**src/rtl/opsh_pkg.sv**
```systemverilog
package opsh_pkg;
  typedef enum logic [1:0] {
    SHK_LSL = 2'b00,
    SHK_LSR = 2'b01,
    SHK_ASR = 2'b10,
    SHK_ROR = 2'b11
  } shkind_e;
endpackage

```
**src/rtl/opsh_amt_sel.sv**
```systemverilog
module opsh_amt_sel
  import opsh_pkg::*;
#(
  parameter int DATA_W = 32,
  parameter int IMM_W  = 5,
  parameter int AMT_W  = 8
) (
  input  shkind_e            kind,
  input  logic               from_reg,
  input  logic [IMM_W-1:0]   imm_amt,
  input  logic [AMT_W-1:0]   reg_amt,
  output logic [AMT_W-1:0]   eff_amt,
  output logic               use_rrx
);
  localparam logic [AMT_W-1:0] FULL_AMT = AMT_W'(DATA_W);

  always_comb begin
    eff_amt = '0;
    use_rrx = 1'b0;
    if (from_reg) begin
      eff_amt = reg_amt;
    end else if (imm_amt == '0) begin
      unique case (kind)
        SHK_LSR, SHK_ASR: eff_amt = FULL_AMT;
        SHK_ROR:          use_rrx = 1'b1;
        default:          eff_amt = '0;
      endcase
    end else begin
      eff_amt = AMT_W'(imm_amt);
    end
  end
endmodule

```
**src/rtl/opsh_core.sv**
```systemverilog
module opsh_core
  import opsh_pkg::*;
#(
  parameter int DATA_W = 32,
  parameter int AMT_W  = 8
) (
  input  logic [DATA_W-1:0] x,
  input  shkind_e           kind,
  input  logic [AMT_W-1:0]  amt,
  input  logic              rrx,
  input  logic              cin,
  output logic [DATA_W-1:0] res,
  output logic              cout
);
  localparam int RW = $clog2(DATA_W);

  // Returns {carry_out, result}
  function automatic logic [DATA_W:0] shift_calc(
    input logic [DATA_W-1:0] v,
    input shkind_e           k,
    input logic [AMT_W-1:0]  n,
    input logic              r_x,
    input logic              c);
    logic [DATA_W:0]          lext;
    logic [DATA_W:0]          rext;
    logic signed [DATA_W:0]   sext;
    logic [2*DATA_W-1:0]      dbl;
    logic [RW-1:0]            rn;
    int unsigned              na;
    na = 32'(n);
    rn = n[RW-1:0];
    shift_calc = {c, v};
    if (r_x) begin
      shift_calc = {v[0], c, v[DATA_W-1:1]};
    end else if (na != 0) begin
      unique case (k)
        SHK_LSL: begin
          if (na < DATA_W) begin
            lext = {1'b0, v} << n;
            shift_calc = lext;
          end else if (na == DATA_W) begin
            shift_calc = {v[0], {DATA_W{1'b0}}};
          end else begin
            shift_calc = '0;
          end
        end
        SHK_LSR: begin
          if (na < DATA_W) begin
            rext = {v, 1'b0} >> n;
            shift_calc = {rext[0], rext[DATA_W:1]};
          end else if (na == DATA_W) begin
            shift_calc = {v[DATA_W-1], {DATA_W{1'b0}}};
          end else begin
            shift_calc = '0;
          end
        end
        SHK_ASR: begin
          if (na < DATA_W) begin
            sext = {v, 1'b0};
            rext = sext >>> n;
            shift_calc = {rext[0], rext[DATA_W:1]};
          end else begin
            shift_calc = {(DATA_W+1){v[DATA_W-1]}};
          end
        end
        default: begin
          if (rn == '0) begin
            shift_calc = {v[DATA_W-1], v};
          end else begin
            dbl = {v, v} >> rn;
            shift_calc = {dbl[DATA_W-1], dbl[DATA_W-1:0]};
          end
        end
      endcase
    end
  endfunction

  always_comb begin
    {cout, res} = shift_calc(x, kind, amt, rrx, cin);
  end
endmodule

```
**src/rtl/opsh_top.sv**
```systemverilog
module opsh_top
  import opsh_pkg::*;
#(
  parameter int DATA_W = 32,
  parameter int AMT_W  = 8,
  localparam int IMM_W = $clog2(DATA_W)
) (
  input  logic              clk,
  input  logic              rst_n,
  input  logic [DATA_W-1:0] src_val,
  input  logic [1:0]        shift_kind,
  input  logic              amt_from_reg,
  input  logic [IMM_W-1:0]  imm_amt,
  input  logic [AMT_W-1:0]  reg_amt,
  input  logic              carry_in,
  input  logic              set_flags,
  output logic [DATA_W-1:0] shift_res,
  output logic              shift_cout,
  output logic              carry_flag
);
  shkind_e            kind;
  logic [AMT_W-1:0]   eff_amt;
  logic               use_rrx;
  logic [DATA_W-1:0]  core_res;
  logic               core_cout;
  logic               flag_next;

  assign kind = shkind_e'(shift_kind);

  opsh_amt_sel #(.DATA_W(DATA_W), .IMM_W(IMM_W), .AMT_W(AMT_W)) amt_i (
    .kind     (kind),
    .from_reg (amt_from_reg),
    .imm_amt  (imm_amt),
    .reg_amt  (reg_amt),
    .eff_amt  (eff_amt),
    .use_rrx  (use_rrx)
  );

  opsh_core #(.DATA_W(DATA_W), .AMT_W(AMT_W)) core_i (
    .x    (src_val),
    .kind (kind),
    .amt  (eff_amt),
    .rrx  (use_rrx),
    .cin  (carry_in),
    .res  (core_res),
    .cout (core_cout)
  );

  assign flag_next = set_flags ? core_cout : carry_in;

  always_ff @(posedge clk) begin
    if (!rst_n) begin
      shift_res  <= '0;
      shift_cout <= 1'b0;
      carry_flag <= 1'b0;
    end else begin
      shift_res  <= core_res;
      shift_cout <= core_cout;
      carry_flag <= flag_next;
    end
  end

  AST_ZERO_PASS: assert property (@(posedge clk) disable iff (!rst_n)
    (amt_from_reg && reg_amt == '0) |-> (core_res == src_val && core_cout == carry_in));
  AST_LSL_WIDE: assert property (@(posedge clk) disable iff (!rst_n)
    (kind == SHK_LSL && 32'(eff_amt) > DATA_W) |-> (core_res == '0 && !core_cout));
  AST_ASR_FILL: assert property (@(posedge clk) disable iff (!rst_n)
    (kind == SHK_ASR && !use_rrx && 32'(eff_amt) >= DATA_W)
      |-> (core_res == {DATA_W{src_val[DATA_W-1]}} && core_cout == src_val[DATA_W-1]));
  AST_RRX_PLACE: assert property (@(posedge clk) disable iff (!rst_n)
    use_rrx |-> (core_res[DATA_W-1] == carry_in && core_cout == src_val[0]
                 && core_res[DATA_W-2:0] == src_val[DATA_W-1:1]));
  AST_ROR_WRAP: assert property (@(posedge clk) disable iff (!rst_n)
    (amt_from_reg && kind == SHK_ROR && reg_amt[IMM_W-1:0] == '0 && reg_amt != '0)
      |-> (core_res == src_val && core_cout == src_val[DATA_W-1]));
  AST_FLAG_HOLD: assert property (@(posedge clk) disable iff (!rst_n)
    !set_flags |=> (carry_flag == $past(carry_in)));
  AST_ONE_CYCLE: assert property (@(posedge clk) disable iff (!rst_n)
    1'b1 |=> (shift_res == $past(core_res) && shift_cout == $past(core_cout)));
endmodule

```
**config.mk**
```make
export PLATFORM = sky130hd
export DESIGN_NAME = opsh_top
export DESIGN_NICKNAME = d
export VERILOG_FILES = /design/src/rtl/opsh_pkg.sv /design/src/rtl/opsh_amt_sel.sv /design/src/rtl/opsh_core.sv /design/src/rtl/opsh_top.sv
export SDC_FILE = /design/constraint.sdc
export NUM_CORES = 1
export LEC_CHECK = 0
export ABC_AREA = 0
export BUFFER_PORTS_ARGS = -buffer_cell sky130_fd_sc_hd__buf_2
export CAP_MARGIN = 0
export CORE_UTILIZATION = 41
export CTS_BUF_LIST = sky130_fd_sc_hd__clkbuf_2 sky130_fd_sc_hd__clkbuf_4 sky130_fd_sc_hd__clkbuf_8
export DETAILED_ROUTE_END_ITERATION = 6
export RECOVER_POWER = 100
export SLEW_MARGIN = 20
export SYNTH_ARGS = -nofsm -noshare
export SYNTH_HDL_FRONTEND = slang
export SYNTH_SLANG_ARGS = --single-unit
export TNS_END_PERCENT = 1
```
**constraint.sdc**
```tcl
create_clock -name clk -period 3.3 [get_ports clk]
set_input_delay 0.66 -clock clk [delete_from_list [all_inputs] [get_ports clk]]
set_output_delay 0.66 -clock clk [all_outputs]
set_load 0.02 [all_outputs]
```
==> results of run 1 <==
[state kept, by name, summed over array words and instances, names as in the netlist]
register and cells:
shift_cout 1, shift_res 32, carry_flag 1
[metrics by stage]
step                      cells  total power [mW]
after floorplan            1106             1.654
after global placement     1604             2.699
after detailed placement   1604             2.697
after CTS                  1612             3.053
after global routing       1612             3.241
final                      1612             3.162
[worst min path at each step]
stage,end,slack (ns),from,cells past startpoint
2_1_floorplan,shift_res[31]$_SDFF_PN0_,0.79,carry_in,2
3_3_place_gp,shift_res[31]$_SDFF_PN0_,0.94,carry_in,3
3_5_place_dp,shift_res[31]$_SDFF_PN0_,0.95,carry_in,3
4_1_cts,shift_res[31]$_SDFF_PN0_,0.64,carry_in,3
5_1_grt,shift_res[31]$_SDFF_PN0_,0.66,carry_in,3
6_report,shift_res[31]$_SDFF_PN0_,0.63,carry_in,3
[cell families (layout without fill, tap and decap cells)]
group,count (synthesis),count (layout)
simple gates,303,303
flops,34,34
fa+ha+maj,5,5
mux,208,208
buf+inv,150,391
compound gates,406,406
[area by class of cell]
type                            instances  share of cell area (%)
Clock buffer                            6                  0.7629
Tap cell                              265                   3.063
Clock inverter                          2                  0.1156
Sequential cell                        34                   6.288
Multi-Input combinational cell        922                   64.73
Timing Repair Buffer                  370                   24.59
Inverter                               13                  0.4508
[repair_timing]
action | CTS | global route
endpoints found under the hold margin | 0 | 0
resized for setup | 0 | 3
setup endpoints to repair | 0 | 6
[cell usage after synthesis, types with 6 or more instances]
cell | instances | area, um2
a211oi_1 | 22 | 165.2
a21boi_0 | 9 | 67.56
a21oi_1 | 78 | 390.4
a221o_1 | 6 | 60.06
a221oi_1 | 13 | 113.9
a22o_1 | 9 | 78.83
a22oi_1 | 8 | 60.06
a31oi_1 | 21 | 131.4
a32o_1 | 7 | 70.07
and3_1 | 12 | 75.07
buf_1 | 12 | 45.04
buf_2 | 27 | 135.1
buf_4 | 13 | 97.59
clkbuf_1 | 81 | 304.0
dfxtp_1 | 34 | 680.7
inv_1 | 11 | 41.29
mux2_2 | 25 | 281.5
mux2i_1 | 129 | 1291
mux4_2 | 46 | 1036
nand2_1 | 107 | 401.6
nand3_1 | 38 | 190.2
nand4_1 | 9 | 56.30
nor2_1 | 74 | 277.8
nor3_1 | 29 | 145.1
o2111ai_1 | 9 | 78.83
o211ai_1 | 20 | 150.1
o21a_1 | 8 | 60.06
o21ai_0 | 82 | 410.4
o221ai_1 | 18 | 157.7
o22ai_1 | 28 | 175.2
o31a_1 | 8 | 70.07
or3_1 | 6 | 37.54
[worst max-delay path, delay by kind of cell]
kind                   cells  cell delay (ns)
buffers and inverters      4             0.84
AOI/OAI and AO/OA          2             0.59
and+or+nand+nor            5             1.33
[metal layers]
metal / part of all wire (%) / global-route usage (%) / vias to the layer above / wire, um
li1: - / - / 4821 / -
met1: 37 / 65.29 / 5523 / 19440
met2: 40 / 72.44 / 1092 / 20820
met3: 14 / 15.96 / 339 / 7524
met4: 9.2 / 37.40 / 4 / 4829
met5: 0.044 / 0 / - / 23
[power by group through the flow]
| stage | combinational [mW] | clock [mW] | sequential (mW) |
|---|---|---|---|
| after global routing | 2.40 | 0.377 | 0.468 |
| after CTS | 2.23 | 0.357 | 0.462 |
| after detailed placement | 2.23 | 0 | 0.472 |
| after floorplan | 1.13 | 0 | 0.526 |
| final | 2.34 | 0.358 | 0.464 |
| after global placement | 2.23 | 0 | 0.471 |
==> results by group, run 1 <==
Place
  – Routability cong.: 1.105
  – PortBufs: between 80 and 90
  – Worst slack at placement: -0.2059 ns
  – Placed Area: 10,780 um2
  – Placed wire-length estimate: 40.22 mm

Power and ir drop
  – Internal power: 1.549 mW
  – P_leak: 4.533 nW
  – Combinational fraction of design power: 74.0%
  – Sw Share: 51.00%
  – PwrDens: 292.1 nW/um2
  – Reg power frac: 14.7%
  – Clock power share: 11.3%
  – Worst VDD drop: 0.1666 mV
  – Net Sw Power: 1.612 mW

Final layout
  – FF/Latch Area: 680.7 um2
  – Layout cells sized above 1: 32.00%
  – Fill count: 1,958
  – Commonest non-fill, non-tap cell in the layout: buf_4
  – Final #Nets: 1,403
  – Post-route cell area: 10,820 um2
  – Multi-input gate area: between 7000 and 8000 um2
  – Most frequent cells in the layout: buf_4, mux2i_1, nand2_1, o21ai_0, a21oi_1
  – Antenna cells: 0
  – Area growth, synth to finish: 30.21%
  – Post-layout util: between 50% and 60%

Worst setup path
  – Critical Path AT: 3.43 ns
  – Critical path startpoint: amt_from_reg
  – Crit path to: shift_res[17]$_SDFF_PN0_
  – Crit path capture type: flip-flop
  – CP Data Required Time: about 3.5 ns
  – Cell Chain, Critical Path: buf_2, clkbuf_4, nor3_1, buf_4, and3_1, nor2_1, nand2_1, a2111oi_0, buf_4, o21ai_0, and3_1
  – Critical path fanouts, max: 23
  – Critical path type: input pin to flip-flop
  – Crit path largest cell delay: 0.55 ns
  – Slowest CP cell: nor2_1
  – Crit start category: input pin

Synthesis
  – Fraction of registers with async set/reset: 0%
  – Synthesized area per cell: about 7.5 um2
  – Synth Area in Compound Gates: 33.43%
  – Syn nets: roughly 1,200
  – Ys Warns: 0
  – Largest family of logic cells by synthesized area: compound AO/OA/AOI/OAI gates
  – Yosys cell types: 78
  – Synth Register Bits: 34
  – Post-synthesis sequential area ratio: under 10%
  – Post-synthesis simple-gate area fraction: 16.69%
  – Synth Area in XOR/XNOR: 0%
  – Most used flip-flop cell after synthesis: dfxtp_1
  – Mux share of post-synthesis cell area: 32.81%
  – Cell Area, Synth: roughly 8300 um2
  – Number of flops mapped to enable cells by yosys: 0
  – Adder-Cell Fraction of Synth Area: less than 1%
  – Post-synthesis cell count: 1,106

STA
  – Hold_ws: roughly 0.63 ns
  – Rel. slew slack: 26.23%
  – Final Hold Viols: 0
  – Fin crit period: 3.229 ns
  – Final Max Tran Viols: 0
  – Fin crit share: between 90% and 100%
  – Setup tns final: 0 ns
  – RSZ-0062 raised after global routing: false
  – Final setup violation count: 0
  – Final WS setup: 0.07111 ns
  – Worst Tran Pin Value: between 1 and 1.5 ns
  – F_max: slightly above 300 MHz

Drt
  – Vias per inst: 7.307
  – Final wirelength: between 50 and 60 mm
  – DRT antenna net count: 0
  – Per-cell routed wire length: ~33 um
  – DR iter-0 viols: between 1,500 and 2,000
  – Vias: 11,780
  – 1st-pass router iterations: 6
  – DR DRC count: 0

GRT
  – Total Routing Usage GR: 51.32%
  – First-pass GRT wire length: 75.51 mm
  – Vias in the first global route: 11,020
  – Pin count of the biggest net entering global routing: 30
  – Grt ovf: 0
  – Initial antenna violation count: 3

Run
  – Total of max-cap violations: 0

Clocking
  – CTS tree: done
  – # H-tree levels: 2
  – CTS clk-pin slew, worst paths: 0.08 ns
  – Hold-fix buffers, CTS: 0
  – Post-CTS Setup Bufs: 0
  – Longest Clk Path Bufs: 2
  – Clock root buffer: clkbuf_8
  – CTS buffer count: 5
  – Sink Count: 34

Floorplan
  – Starting Density: 42.30%
  – Row count: around 50
  – Core Box Area: between 15,000 and 20,000 um2
  – Die X: 144.4 um
  – Die height: 144.4 um
  – Ports: 86
  – Die area: 20,850 um2

Run status
  – Status: complete, no violations

Hold path
  – Min-Delay Path Class: input pin to flip-flop
No activity file was read; power rests on OpenSTA's default activity.
==> run 2: changes to the inputs <==
ABC_AREA = 1   (was 0)
RECOVER_POWER = 25   (was 100)
clock period = 3.2 ns   (was 3.3 ns; I/O delays follow)
==> results by group, run 2 <==
Drt
  – Per-cell routed wire length: 23.74 um (-27%)
  – DRT antenna net count: 0 (unchanged)
  – Vias per inst: 6.178 (-15%)
  – Final wirelength: 49.79 mm (-5.4%)
  – 1st-pass router iterations: 7 (+1)
  – Vias: 12,960 (+10%)
  – DR DRC count: 0 (unchanged)
  – DR iter-0 viols: 2,080 (+8.7%)

Power and ir drop
  – Final Total Pwr: 3.121 mW (-1.3%)
  – P_leak: 5.087 nW (+12%)
  – PwrDens: 315.0 nW/um2 (+7.9%)
  – Worst VDD drop: 0.1971 mV (+18%)

Run status
  – Status: complete, no violations

Synthesis
  – Synthesized area per cell: 4.957 um2 (-34%)
  – Syn nets: 1,780 (+53%)
  – Most common library cells after synthesis: nand2_1, nand3_1, a21oi_1, o21ai_0, inv_1
  – Post-synthesis cell count: 1,723 (+56%)
  – Top-count cell post-synth: nand2_1
  – Ys Warns: 0 (unchanged)
  – Dominant cells by area after synthesis: nand2_1, nand3_1, dfxtp_1
  – Cell Area, Synth: 8541 um2 (+2.7%)
  – Fraction of registers with async set/reset: 0% (unchanged)
  – Most used flip-flop cell after synthesis: dfxtp_1
  – Post-synthesis sequential area ratio: 7.970% (-0.22 points)
  – Synth Register Bits: 34 (unchanged)
  – Top cell type's share of synthesized area: 30.72% (+15 points)
  – Area leader, netlist: nand2_1
  – Yosys cell types: 46 (-41%)
  – Number of flops mapped to enable cells by yosys: 0 (unchanged)

Final layout
  – Most frequent cells in the layout: nand2_1, nand3_1, buf_4, o21ai_0, a21oi_1
  – Layout cells sized above 1: 14.36% (-18 points)
  – Commonest non-fill, non-tap cell in the layout: nand2_1
  – Post-route non-filler standard cell count: 2,097 (+30%)
  – Final #Nets: 1,881 (+34%)
  – Post-route cell area: 9906 um2 (-8.5%)
  – Largest register FFs: 32 (unchanged)
  – Biggest register: shift_res
  – Area growth, synth to finish: 15.98%
  – Largest regs: shift_res x32, carry_flag x1, shift_cout x1

Clocking
  – CTS clk-pin slew, worst paths: 0.08 ns (about the same)
  – # H-tree levels: 2 (unchanged)
  – CTS tree: done
  – Clock root buffer: clkbuf_8
  – CTS buffer count: 5 (unchanged)
  – PostCTS Resize Cnt: 0 (unchanged)
  – Longest Clk Path Bufs: 2 (unchanged)
  – Post-CTS Setup Bufs: 0 (unchanged)
  – Hold-fix buffers, CTS: 0 (unchanged)
  – Sink Count: 34 (unchanged)

STA
  – Final Max Tran Viols: 0 (unchanged)
  – Final setup violation count: 0 (unchanged)
  – Hold_ws: 0.6211 ns (-0.01109 ns)
  – Worst Tran Pin Value: 0.5741 ns (-0.5283 ns)
  – RSZ-0062 raised after global routing: false
  – F_max: between 300 and 400 MHz
  – Rel. slew slack: 61.58% (+35 points)
  – Fin crit share: 95.35%
  – Final Hold Viols: 0 (unchanged)
  – Fin crit period: 3.051 ns

Worst setup path
  – Crit start category: input pin
  – CP Data Required Time: 3.43 ns (-0.08 ns)
  – Critical path type: input pin to flip-flop
  – Critical path fanouts, max: 48 (+110%)
  – Crit path capture type: flip-flop
  – Critical Path AT: 3.28 ns (-0.15 ns)

GRT
  – Met3 Resource Use GR: 8.750% (-7.2 points)
  – Grt ovf: 0 (unchanged)
  – Pin count of the biggest net entering global routing: 70 (+130%)
  – GR Util met2: 69.62% (-2.8 points)
  – Busiest grt layer: met2
  – First-pass GRT wire length: 73.22 mm (-3.0%)
  – Total Routing Usage GR: 45.89% (-5.4 points)
  – Vias in the first global route: 11,690 (+6.1%)
  – Global routing usage on met1: 58.27% (-7.0 points)
  – Initial antenna violation count: 2 (-1)

Floorplan
  – Starting Density: 42.07% (-0.22 points)
  – Die area: 21,410 um2 (+2.7%)
  – Die height: 146.3 um (+1.3%)
  – Core Box Area: 20,300 um2 (+3.3%)
  – Ports: 86 (unchanged)
  – Die X: 146.3 um (+1.3%)
  – Row count: 52 (+2.0%)

Place
  – PortBufs: 85 (unchanged)
  – Placed wire-length estimate: 38.82 mm (-3.5%)
  – Routability cong.: 1.158 (+4.8%)
  – Placed cells: 2,087 (+30%)
  – Placed Area: 9827 um2 (-8.9%)

Hold path
  – Min-Delay Path Class: input pin to flip-flop
  – Hold depth: 3 (unchanged)
  – WHS Endpoint: shift_res[31]$_SDFF_PN0_
  – Min-delay src: carry_in

Run
  – Total of max-cap violations: 0 (unchanged)
[run 2: final cells by class]
class	count	area, um2
Antenna cell	2	5.005
Clock buffer	6	82.58
Clock inverter	2	12.51
Fill cell	2336	10390
Inverter	104	397.9
Multi-Input combinational cell	1456	6736
Sequential cell	34	680.7
Tap cell	270	337.8
Timing Repair Buffer	223	1653
[run 2: metrics by stage]
step / TNS, ns / setup WS (ns) / util [%]
after CTS: 0 / 0.2856 / 48.88
after floorplan: 0 / 0.8505 / -
final: 0 / 0.1488 / 48.80
after detailed placement: -0.01929 / -0.01811 / 48.41
after global routing: 0 / 0.02048 / 48.77
after global placement: -0.1179 / -0.04281 / 48.41
[run 2: worst max path at each step]
| stage | to | slack [ns] | start |
|---|---|---|---|
| after global routing | shift_res[19]$_SDFF_PN0_ | 0.02 | amt_from_reg |
| after detailed placement | shift_res[1]$_SDFF_PN0_ | -0.02 | amt_from_reg |
| after CTS | shift_res[1]$_SDFF_PN0_ | 0.29 | amt_from_reg |
| final | shift_res[1]$_SDFF_PN0_ | 0.15 | amt_from_reg |
| after floorplan | shift_res[24]$_SDFF_PN0_ | 0.85 | amt_from_reg |
| after global placement | shift_res[1]$_SDFF_PN0_ | -0.04 | amt_from_reg |
[run 2: cells by family after synthesis]
logic type / count (synthesis) / synth area share, %
flops: 34 / 7.969
fa+ha+maj: 5 / 0.7325
mux: 2 / 0.2344
compound gates: 368 / 23.88
simple gates: 1081 / 53.68
buf+inv: 233 / 13.51
[run 2: where the power goes]
part | internal, mW | total (mW) | switching (mW)
Combinational | 0.696 | 2.28 | 1.59
Sequential | 0.463 | 0.476 | 0.0130
Clock | 0.173 | 0.361 | 0.187
[run 2: layer usage]
metal  vias up  routed length [um]  part of all wire, %
li1       5922                   -                    -
met1      5832               18430                   37
met2       993               20750                   42
met3       209                6374                   13
met4         0                4234                  8.5
met5         -                   0                    0
[run 2: worst max-delay path, cell delays in order]
cell     delay (ns)
buf_2          0.14
buf_4          0.16
nand2_1        0.10
o21ai_4        0.10
buf_12         0.20
nor2_1         0.47
nand2_1        0.24
nand2_1        0.14
nand2_1        0.18
nand3_1        0.17
nand3_1        0.16
nand3_1        0.11
nand2_1        0.07
nand2_1        0.18
nand2_1        0.08
a21oi_1        0.12
